File: config.mk
export PLATFORM = sky130hd
export DESIGN_NAME = plane_mem_ctrl
export DESIGN_NICKNAME = d
export VERILOG_FILES = /design/src/rtl/plane_mem_ctrl.sv
export SDC_FILE = /design/constraint.sdc
export NUM_CORES = 1
export LEC_CHECK = 0
export BUFFER_PORTS_ARGS = -buffer_cell sky130_fd_sc_hd__buf_2
export CAP_MARGIN = 20
export CORE_ASPECT_RATIO = 1.5
export CORE_MARGIN = 3
export CORE_UTILIZATION = 55
export DETAILED_ROUTE_END_ITERATION = 7
export PLACE_DENSITY = 0.71
export SLEW_MARGIN = 20
export SYNTH_ARGS = -nofsm -noshare
export SYNTH_HDL_FRONTEND = slang
export SYNTH_SLANG_ARGS = --single-unit
File: constraint.sdc
create_clock -name clk -period 5.47 [get_ports clk]
set_input_delay 1.094 -clock clk [delete_from_list [all_inputs] [get_ports clk]]
set_output_delay 1.094 -clock clk [all_outputs]
set_load 0.02 [all_outputs]
File: src/rtl/plane_mem_ctrl.sv
module plane_mem_ctrl #(
  parameter int UNIT_CYCLES = 317460,
  parameter int SEC_UNITS   = 63
) (
  input  logic       clk,
  input  logic       rst_n,
  input  logic       cfg_depth2,
  input  logic       cfg_color,
  input  logic       ctl_wr,
  input  logic [1:0] ctl_plane,
  input  logic [5:0] ctl_period,
  input  logic       ctl_secs,
  input  logic       frame_start,
  input  logic       host_we,
  input  logic [5:0] host_addr,
  input  logic [7:0] host_wdata,
  output logic [7:0] host_rdata,
  input  logic       ref_green,
  input  logic [4:0] ref_byte,
  output logic [7:0] ref_data,
  output logic [1:0] plane_idx
);
  localparam int PW = $clog2(UNIT_CYCLES > 1 ? UNIT_CYCLES : 2);
  localparam int SW = $clog2(SEC_UNITS > 1 ? SEC_UNITS : 2);

  logic [7:0]    mem [64];
  logic [PW-1:0] pre;
  logic [SW-1:0] sec;
  logic [5:0]    icnt, period_q;
  logic          secs_q;
  logic [1:0]    pend, cur, nxt, eff;
  logic          tick, stick, step, adv;
  logic [4:0]    off;
  logic [5:0]    ref_addr;

  assign tick  = pre == PW'(UNIT_CYCLES - 1);
  assign stick = tick && (sec == SW'(SEC_UNITS - 1));
  assign step  = secs_q ? stick : tick;
  assign adv   = (period_q != 6'd0) && step && (icnt == period_q - 6'd1);
  assign nxt   = cfg_depth2 ? {1'b0, ~pend[0]} : pend + 2'd1;

  always_ff @(posedge clk) begin
    if (!rst_n) begin
      pre <= '0; sec <= '0; icnt <= '0; period_q <= '0; secs_q <= 1'b0; pend <= '0;
    end else if (ctl_wr) begin
      pre <= '0; sec <= '0; icnt <= '0;
      period_q <= ctl_period;
      secs_q   <= ctl_secs;
      pend     <= cfg_depth2 ? {1'b0, ctl_plane[0]} : ctl_plane;
    end else begin
      pre <= tick ? '0 : pre + PW'(1);
      if (tick) sec <= stick ? '0 : sec + SW'(1);
      if (step && period_q != 6'd0) icnt <= adv ? 6'd0 : icnt + 6'd1;
      if (adv) pend <= nxt;
    end
  end

  always_ff @(posedge clk) begin
    if (!rst_n) cur <= '0;
    else if (frame_start) cur <= pend;
  end

  assign eff       = cfg_depth2 ? {1'b0, cur[0]} : cur;
  assign plane_idx = eff;

  always_ff @(posedge clk)
    if (host_we) mem[host_addr] <= host_wdata;

  always_comb begin
    case ({cfg_depth2, cfg_color})
      2'b00:   off = {1'b0, ref_byte[3:0]};
      2'b01:   off = {1'b0, ref_green, ref_byte[2:0]};
      2'b10:   off = ref_byte;
      default: off = {ref_byte[3], ref_green, ref_byte[2:0]};
    endcase
  end

  assign ref_addr   = cfg_depth2 ? {eff[0], off} : {eff, off[3:0]};
  assign ref_data   = mem[ref_addr];
  assign host_rdata = mem[host_addr];

  assert_plane_hold_R8: assert property (@(posedge clk) disable iff (!rst_n)
    !frame_start |=> $stable(cur));
  assert_auto_off_R11: assert property (@(posedge clk) disable iff (!rst_n)
    (period_q == 6'd0 && !ctl_wr) |=> $stable(pend));
  assert_direct_load_R7: assert property (@(posedge clk) disable iff (!rst_n)
    ctl_wr |=> pend[0] == $past(ctl_plane[0]));
  assert_count_bound_R9: assert property (@(posedge clk) disable iff (!rst_n)
    (period_q == 6'd0) || (icnt < period_q));
  assert_wrap_two_R10: assert property (@(posedge clk) disable iff (!rst_n)
    (adv && !ctl_wr && cfg_depth2) |=> pend[1] == 1'b0);
endmodule

==> results.txt, run 1 <==
----------------------------------------------------
[Drt]
  Average wire per standard cell ... about 34 µm
  First-pass iteration count of the detailed router ... 8
  Post-detailed-route count of antenna-violating nets ... 0
  DRC violations left ... 59
  Initial DRC count ... 2578
  Detailed-route vias per instance ... 7.22
  Routed via count ... 16909
  Total length of routed wires ... around 80 mm

[Critical path]
  Worst Reg2Reg Path Length in Cells ... 6
  Largest delay contributor family on the critical path ... multiplexers
  Endpoint arrival time on the critical path ... 3820 ps
  Type of the worst setup path ... in2out
  Maximum net fanout on the critical path ... 45
  Req. time, crit path ... 4380 ps
  Top cell by count, worst path ... mux4_2
  Element type at the critical path start ... input pin
  CP Buf/Inv Count ... 3
  Slowest library cell on the worst path ... mux4_2
  CP peak stage delay ... 530 ps
  Number of gates on the worst path with buffers counted ... 7
  Endpoint of the lowest-slack register-to-register path ... icnt[5]
  Worst path cell trace ... clkbuf_8 -> buf_4 -> mux4_2 -> mux4_2 -> o21ai_1 -> nand3_1 -> buf_2
  Critical path origin ... ref_byte[0]
  Worst reg2reg path startpoint ... pre[0]
  Critical Path End Type ... output port
  Internal reg-to-reg setup slack ... 2990 ps

[Yosys]
  Cell count after synthesis ... 1582
  Syn nets ... 1624
  Sequential share of the synthesized area ... 0.614
  #FFs+latches synth ... around 550
  Async set-or-reset flop fraction in the synthesized netlist ... 0
  Proportion of netlist area held by the largest area contributor ... 0.583
  Cell taking the most area after synthesis ... edfxtp_1
  Syn. warnings ... 0
  Cell area after technology mapping ... approximately 0.026 mm²
  Top cells by area in the synthesized netlist ... edfxtp_1, mux4_2, dfxtp_1
  Post-synth top flop ... edfxtp_1
  Post-synthesis cell type count ... 69
  Count of flip-flops with a built-in enable after synthesis ... around 510
  Average size of a mapped cell ... 16.7 µm²

[Global route]
  Number of antenna violations at the first check in global routing ... 1
  Global-route total usage across every layer ... 0.317
  Number of global-route vias before repair ... approximately 17000
  Maximum number of pins on one net before global-route repair ... 65
  First-pass GRT wire length ... 116 mm
  Remaining Overflow, GRT ... 0

[Clock network]
  Clock latency reported for the late side of the worst-skew pair ... 580 ps
  Clock tree from TritonCTS ... done
  Number of clock sinks ... between 500 and 600
  Htree depth ... 2
  # resized after CTS ... 0
  Buffer cell driving the clock tree root ... clkbuf_16
  Num CTS Buffers ... 51
  Hold buffer count at cts ... 0
  Clock buffer depth ... 3
  Clock slew at the register clock pins of the worst setup and hold paths ... about 60 ps
  Number of setup buffers added after CTS ... 0

[Timing]
  Peak clock frequency supported by timing ... between 200 and 250 MHz
  Final count of hold timing violations ... 0
  Transition at the pin with the smallest max-transition slack ... 1080 ps
  Max-Slew Margin vs Limit ... 0.276
  Period Utilization, post-route ... 0.899
  Setup TNS after final layout ... 0 ps
  Unrepaired setup endpoints after global routing ... false
  Final Slew Violations ... 0
  Final critical-path required period ... a little under 5000 ps
  Setup violation total in the final timing report ... 0
  Worst Skew ... between 10 and 15 ps

[Min path]
  Endpoint with the worst hold slack ... pre[0]
  Hold path start ... pre[0]
  Type of the most critical hold path ... reg2reg
  WHS Path Cells ... 1

[Die]
  Die area ... 0.0507 mm²
  Height of the die ... 274 µm
  Row count ... 97
  X dimension of the die ... 185 µm
  Effective utilization at floorplan ... 0.560
  Floorplan core area ... roughly 0.047 mm²
  Number of top-level design ports ... 54

[Place]
  Placed insts ... 2246
  Instance area at placement ... 0.0279 mm²
  Port Buf Inserts ... 53
  Final weighted congestion in routability-driven placement ... 0.982
  HPWL after DPL ... roughly 54 mm

[Finish]
  Cell area after layout ... 0.0296 mm²
  Non-filler cells in the finished layout ... 2341
  Number of nets in the final layout ... around 1700
  Share of cells above drive strength 1 ... 0.312
  Area delta synth->final ... 12.3%

[Power and ir drop]
  Reported leakage power ... 0.00967 µW
  Max rail drop VDD ... 0.342 mV
  Cell Pwr Density ... 314 mW/mm²

[Run status]
  Outcome ... finished, violations left
  Violated checks ... DRC

[Run]
  Count of max-cap constraint violations ... 0

----------------------------------------------------
layout make-up:
class,count,area [µm²]
Clock buffer,56,1320
Sequential cell,554,16200
Clock inverter,38,420
Timing Repair Buffer,184,1390
Tap cell,594,743
Antenna cell,1,2.50
Inverter,14,52.6
Multi-Input combinational cell,900,9500
Fill cell,3365,17500
worst max path at each step:
| stage | endpoint | slack (ps) |
|---|---|---|
| 6_report | ref_data[2] | 550 |
| 5_1_grt | ref_data[5] | 430 |
| 4_1_cts | host_rdata[7] | 610 |
| 3_5_place_dp | ref_data[5] | 620 |
| 3_3_place_gp | host_rdata[7] | 650 |
| 2_1_floorplan | ref_data[0] | 1490 |
where the power goes:
group / total (µW) / leakage [µW] / switching [µW] / internal, µW
logic: 897 / 0.00387 / 554 / 343
clock network: 3720 / 0.000851 / 1600 / 2130
registers: 4670 / 0.00495 / 19.1 / 4650
logic make-up (layout without fill, tap and decap cells):
group,after synthesis,in the layout,share of synthesized area
AO/OA/AOI/OAI,225,225,0.0635
XOR/XNOR,30,30,0.00996
adder cells (fa/ha/maj),6,6,0.00284
buffers and inverters,128,292,0.0260
flip-flops,554,554,0.614
multiplexers,328,328,0.225
other,0,1,0
AND/OR/NAND/NOR,311,311,0.0581
metrics by stage:
stage                      util  hold slack [ps]  power [µW]  worst slack [ps]
after floorplan               -              418        5280              1490
after global routing      0.629              472        9530               427
after global placement    0.592              430        5620               650
after CTS                 0.629              458        9310               610
after detailed placement  0.592              443        5640               623
final                     0.629              458        9290               553
state kept, by name (all words and copies together), names as in the netlist:
name,count
cur,2
icnt,6
mem,512
pend,2
period_q,6
pre,19
sec,6
secs_q,1
placed cells by master, fill, tap and decap left out, drive strengths merged, types with 7 or more instances in the layout:
master | Yosys | routed
nand2 | 61 | 61
clkbuf | 37 | 57
nand3b | 15 | 15
edfxtp | 512 | 512
a211oi | 11 | 11
dfxtp | 42 | 42
inv | 12 | 16
and3 | 9 | 9
mux2 | 64 | 64
o21ai | 25 | 25
mux4 | 206 | 206
buf | 77 | 183
o22ai | 20 | 20
nor2 | 106 | 106
clkinv | 2 | 26
nor2b | 21 | 21
nand3 | 38 | 38
o221ai | 7 | 7
xor2 | 16 | 16
bufinv | 0 | 8
a22oi | 33 | 33
nand4 | 7 | 7
a21oi | 27 | 27
and2 | 9 | 9
mux2i | 58 | 58
nor4 | 8 | 8
a221oi | 56 | 56
xnor2 | 14 | 14
nor3 | 8 | 8
synthesized netlist by cell type, drive strengths merged (8+ instances only):
cell type  instances
a221oi            56
nand3b            15
clkbuf            37
nor4               8
mux2i             58
and2               9
nand2             61
dfxtp             42
a21oi             27
edfxtp           512
mux4             206
nor2             106
o22ai             20
mux2              64
inv               12
a22oi             33
o21ai             25
buf               77
nor3               8
xor2              16
xnor2             14
and3               9
a211oi            11
nand3             38
nor2b             21
layer usage:
| metal | routed length (µm) | track usage | vias up |
|---|---|---|---|
| met5 | 0 | 0 | - |
| met3 | 8190 | 0.0632 | 321 |
| met1 | 26400 | 0.393 | 8522 |
| met4 | 6310 | 0.195 | 0 |
| met2 | 38700 | 0.515 | 1235 |
| li1 | - | - | 6831 |
No activity file was read; power rests on OpenSTA's default activity.
==> run 2: changes to the inputs <==
- ABC_CLOCK_PERIOD_IN_PS: unset -> 5470
- PLACE_DENSITY: 0.71 -> 0.74
==> run 2 against run 1 <==
The flow now finishes without violations. Die area stayed put. Clock power is 6.2% lower. Critical path depth stayed put. Cell area is 0.57% lower. Core utilization is 0.36 points lower. Global-route usage is 0.060 points lower. Fmax is 3.8% lower. Register-to-register slack better by 20 ps. Combinational power hardly changed. Critical path type unchanged. Critical endpoint is now host_rdata[2]. Highest routed layer unchanged.
==> results.txt, run 2 (synthesized netlist as in run 1, its figures left out) <==
----------------------------------------------------
[Run status]
  Outcome ... finished, final reports clean

[Clock network]
  Num CTS Buffers ... 51
  Number of clock sinks ... about 550
  Buffer cell driving the clock tree root ... clkbuf_16
  # resized after CTS ... 0
  Clock slew at the register clock pins of the worst setup and hold paths ... 60 ps
  Clock buffer depth ... 3
  Clock tree from TritonCTS ... done
  Clock latency reported for the late side of the worst-skew pair ... 590 ps
  Htree depth ... 2
  Hold buffer count at cts ... 0
  Number of setup buffers added after CTS ... 0

[Critical path]
  Worst Reg2Reg Path Length in Cells ... 6
  Maximum net fanout on the critical path ... 33
  Element type at the critical path start ... input pin
  Worst path cell trace ... buf_4 -> inv_1 -> mux2i_1 -> o22ai_1 -> a2111oi_0 -> o21ai_0 -> buf_2
  Slowest library cell on the worst path ... a2111oi_0
  Largest delay contributor family on the critical path ... buffers and inverters
  Endpoint arrival time on the critical path ... about 4000 ps
  Req. time, crit path ... about 4400 ps
  Critical path origin ... host_addr[1]
  Endpoint of the lowest-slack register-to-register path ... icnt[2]
  Number of gates on the worst path with buffers counted ... 7
  CP peak stage delay ... 660 ps
  Worst reg2reg path startpoint ... pre[0]
  Internal reg-to-reg setup slack ... 3010 ps
  CP Buf/Inv Count ... 3
  Worst setup endpoint ... host_rdata[2]
  Type of the worst setup path ... in2out
  Critical Path End Type ... output port

[Place]
  HPWL after DPL ... 52.9 mm
  Final weighted congestion in routability-driven placement ... 0.991
  Port Buf Inserts ... 53

[Finish]
  Area delta synth->final ... 11.7%
  Post-route core utilization ... 0.626
  Largest register by flop count ... mem
  Largest registers ... mem x512, pre x19
  Commonest non-fill, non-tap cells in the layout ... edfxtp_1, mux4_2, buf_4, nor2_1, mux2_2
  Share of cells above drive strength 1 ... 0.305
  Most common cell after layout, fill and taps aside ... edfxtp_1
  Number of nets in the final layout ... 1742
  Max reg flops ... 512

[Drt]
  Detailed-route vias per instance ... 7.25
  Post-detailed-route count of antenna-violating nets ... 0
  DRC violations left ... 0
  Initial DRC count ... 2300
  First-pass iteration count of the detailed router ... 6
  Total length of routed wires ... 79.6 mm
  Average wire per standard cell ... 34.1 µm
  Routed via count ... between 15000 and 20000

[Power and ir drop]
  Reported leakage power ... approximately 0.0096 µW
  Max rail drop VDD ... 0.302 mV
  Cell Pwr Density ... between 300 and 400 mW/mm²

[Global route]
  First-pass GRT wire length ... 115 mm
  Global-route total usage across every layer ... 0.317
  Number of global-route vias before repair ... 17156
  Remaining Overflow, GRT ... 0
  Maximum number of pins on one net before global-route repair ... between 60 and 70
  Number of antenna violations at the first check in global routing ... 1

[Die]
  Floorplan core area ... between 0.04 and 0.05 mm²
  X dimension of the die ... 185 µm
  Effective utilization at floorplan ... 0.560
  Row count ... 97
  Number of top-level design ports ... 54
  Height of the die ... 274 µm
  Die area ... 0.0507 mm²

[Timing]
  Worst Skew ... around 12 ps
  Final critical-path required period ... 5110 ps
  Final hold slack ... 449 ps
  Unrepaired setup endpoints after global routing ... false
  Peak clock frequency supported by timing ... 196 MHz
  Final count of hold timing violations ... 0
  Final Slew Violations ... 0
  Period Utilization, post-route ... 0.934
  Setup TNS after final layout ... 0 ps
  Transition at the pin with the smallest max-transition slack ... 1180 ps
  Setup violation total in the final timing report ... 0
  Max-Slew Margin vs Limit ... 0.211

[Min path]
  Type of the most critical hold path ... reg2reg

[Run]
  Count of max-cap constraint violations ... 0

----------------------------------------------------
==> run 2: how the worst min path moves through the flow <==
stage	start	cells past startpoint	endpoint	slack (ps)
after floorplan	pre[0]	1	pre[0]	420
after global placement	pre[0]	1	pre[0]	430
after detailed placement	pre[0]	1	pre[0]	440
after CTS	pre[0]	1	pre[0]	460
after global routing	pre[0]	1	pre[0]	480
final	pre[0]	1	pre[0]	450
==> run 2: per-layer routing <==
layer,global-route usage,part of all wire,up-vias,wire length [µm]
met3,0.0661,0.11,349,8660
met5,0,0,-,0
met2,0.518,0.49,1270,38800
li1,-,-,6831,-
met4,0.217,0.086,0,6880
met1,0.377,0.32,8481,25300
==> run 2: layout make-up <==
class	instances	area [µm²]
Timing Repair Buffer	179	1350
Multi-Input combinational cell	900	9500
Antenna cell	1	2.50
Clock buffer	62	1360
Inverter	14	52.6
Tap cell	594	743
Fill cell	3317	17600
Clock inverter	30	248
Sequential cell	554	16200
==> run 2: metrics by stage <==
step | total power, µW | setup slack (ps) | instance area (µm²) | instances
final | 9070 | 359 | 29500 | 2334
after global routing | 9260 | 292 | 29500 | 2333
after CTS | 9060 | 473 | 29400 | 2332
after detailed placement | 5640 | 483 | 27800 | 2240
after global placement | 5620 | 356 | 27800 | 2240
after floorplan | 5280 | 1490 | 26400 | 1582
==> run 2: power breakdown <==
part           switching (µW)  total (µW)  internal, µW
Combinational             557         899           342
Clock                    1540        3490          1950
Sequential               18.2        4670          4650
Total                    2120        9070          6950
==> run 2: worst reg2reg max path, stage by stage (launching register included) <==
cell	delay (ps)
dfxtp_1	350
ha_1	250
nor4bb_1	310
and3_1	270
nand4_1	420
o31ai_1	630
a21oi_1	90
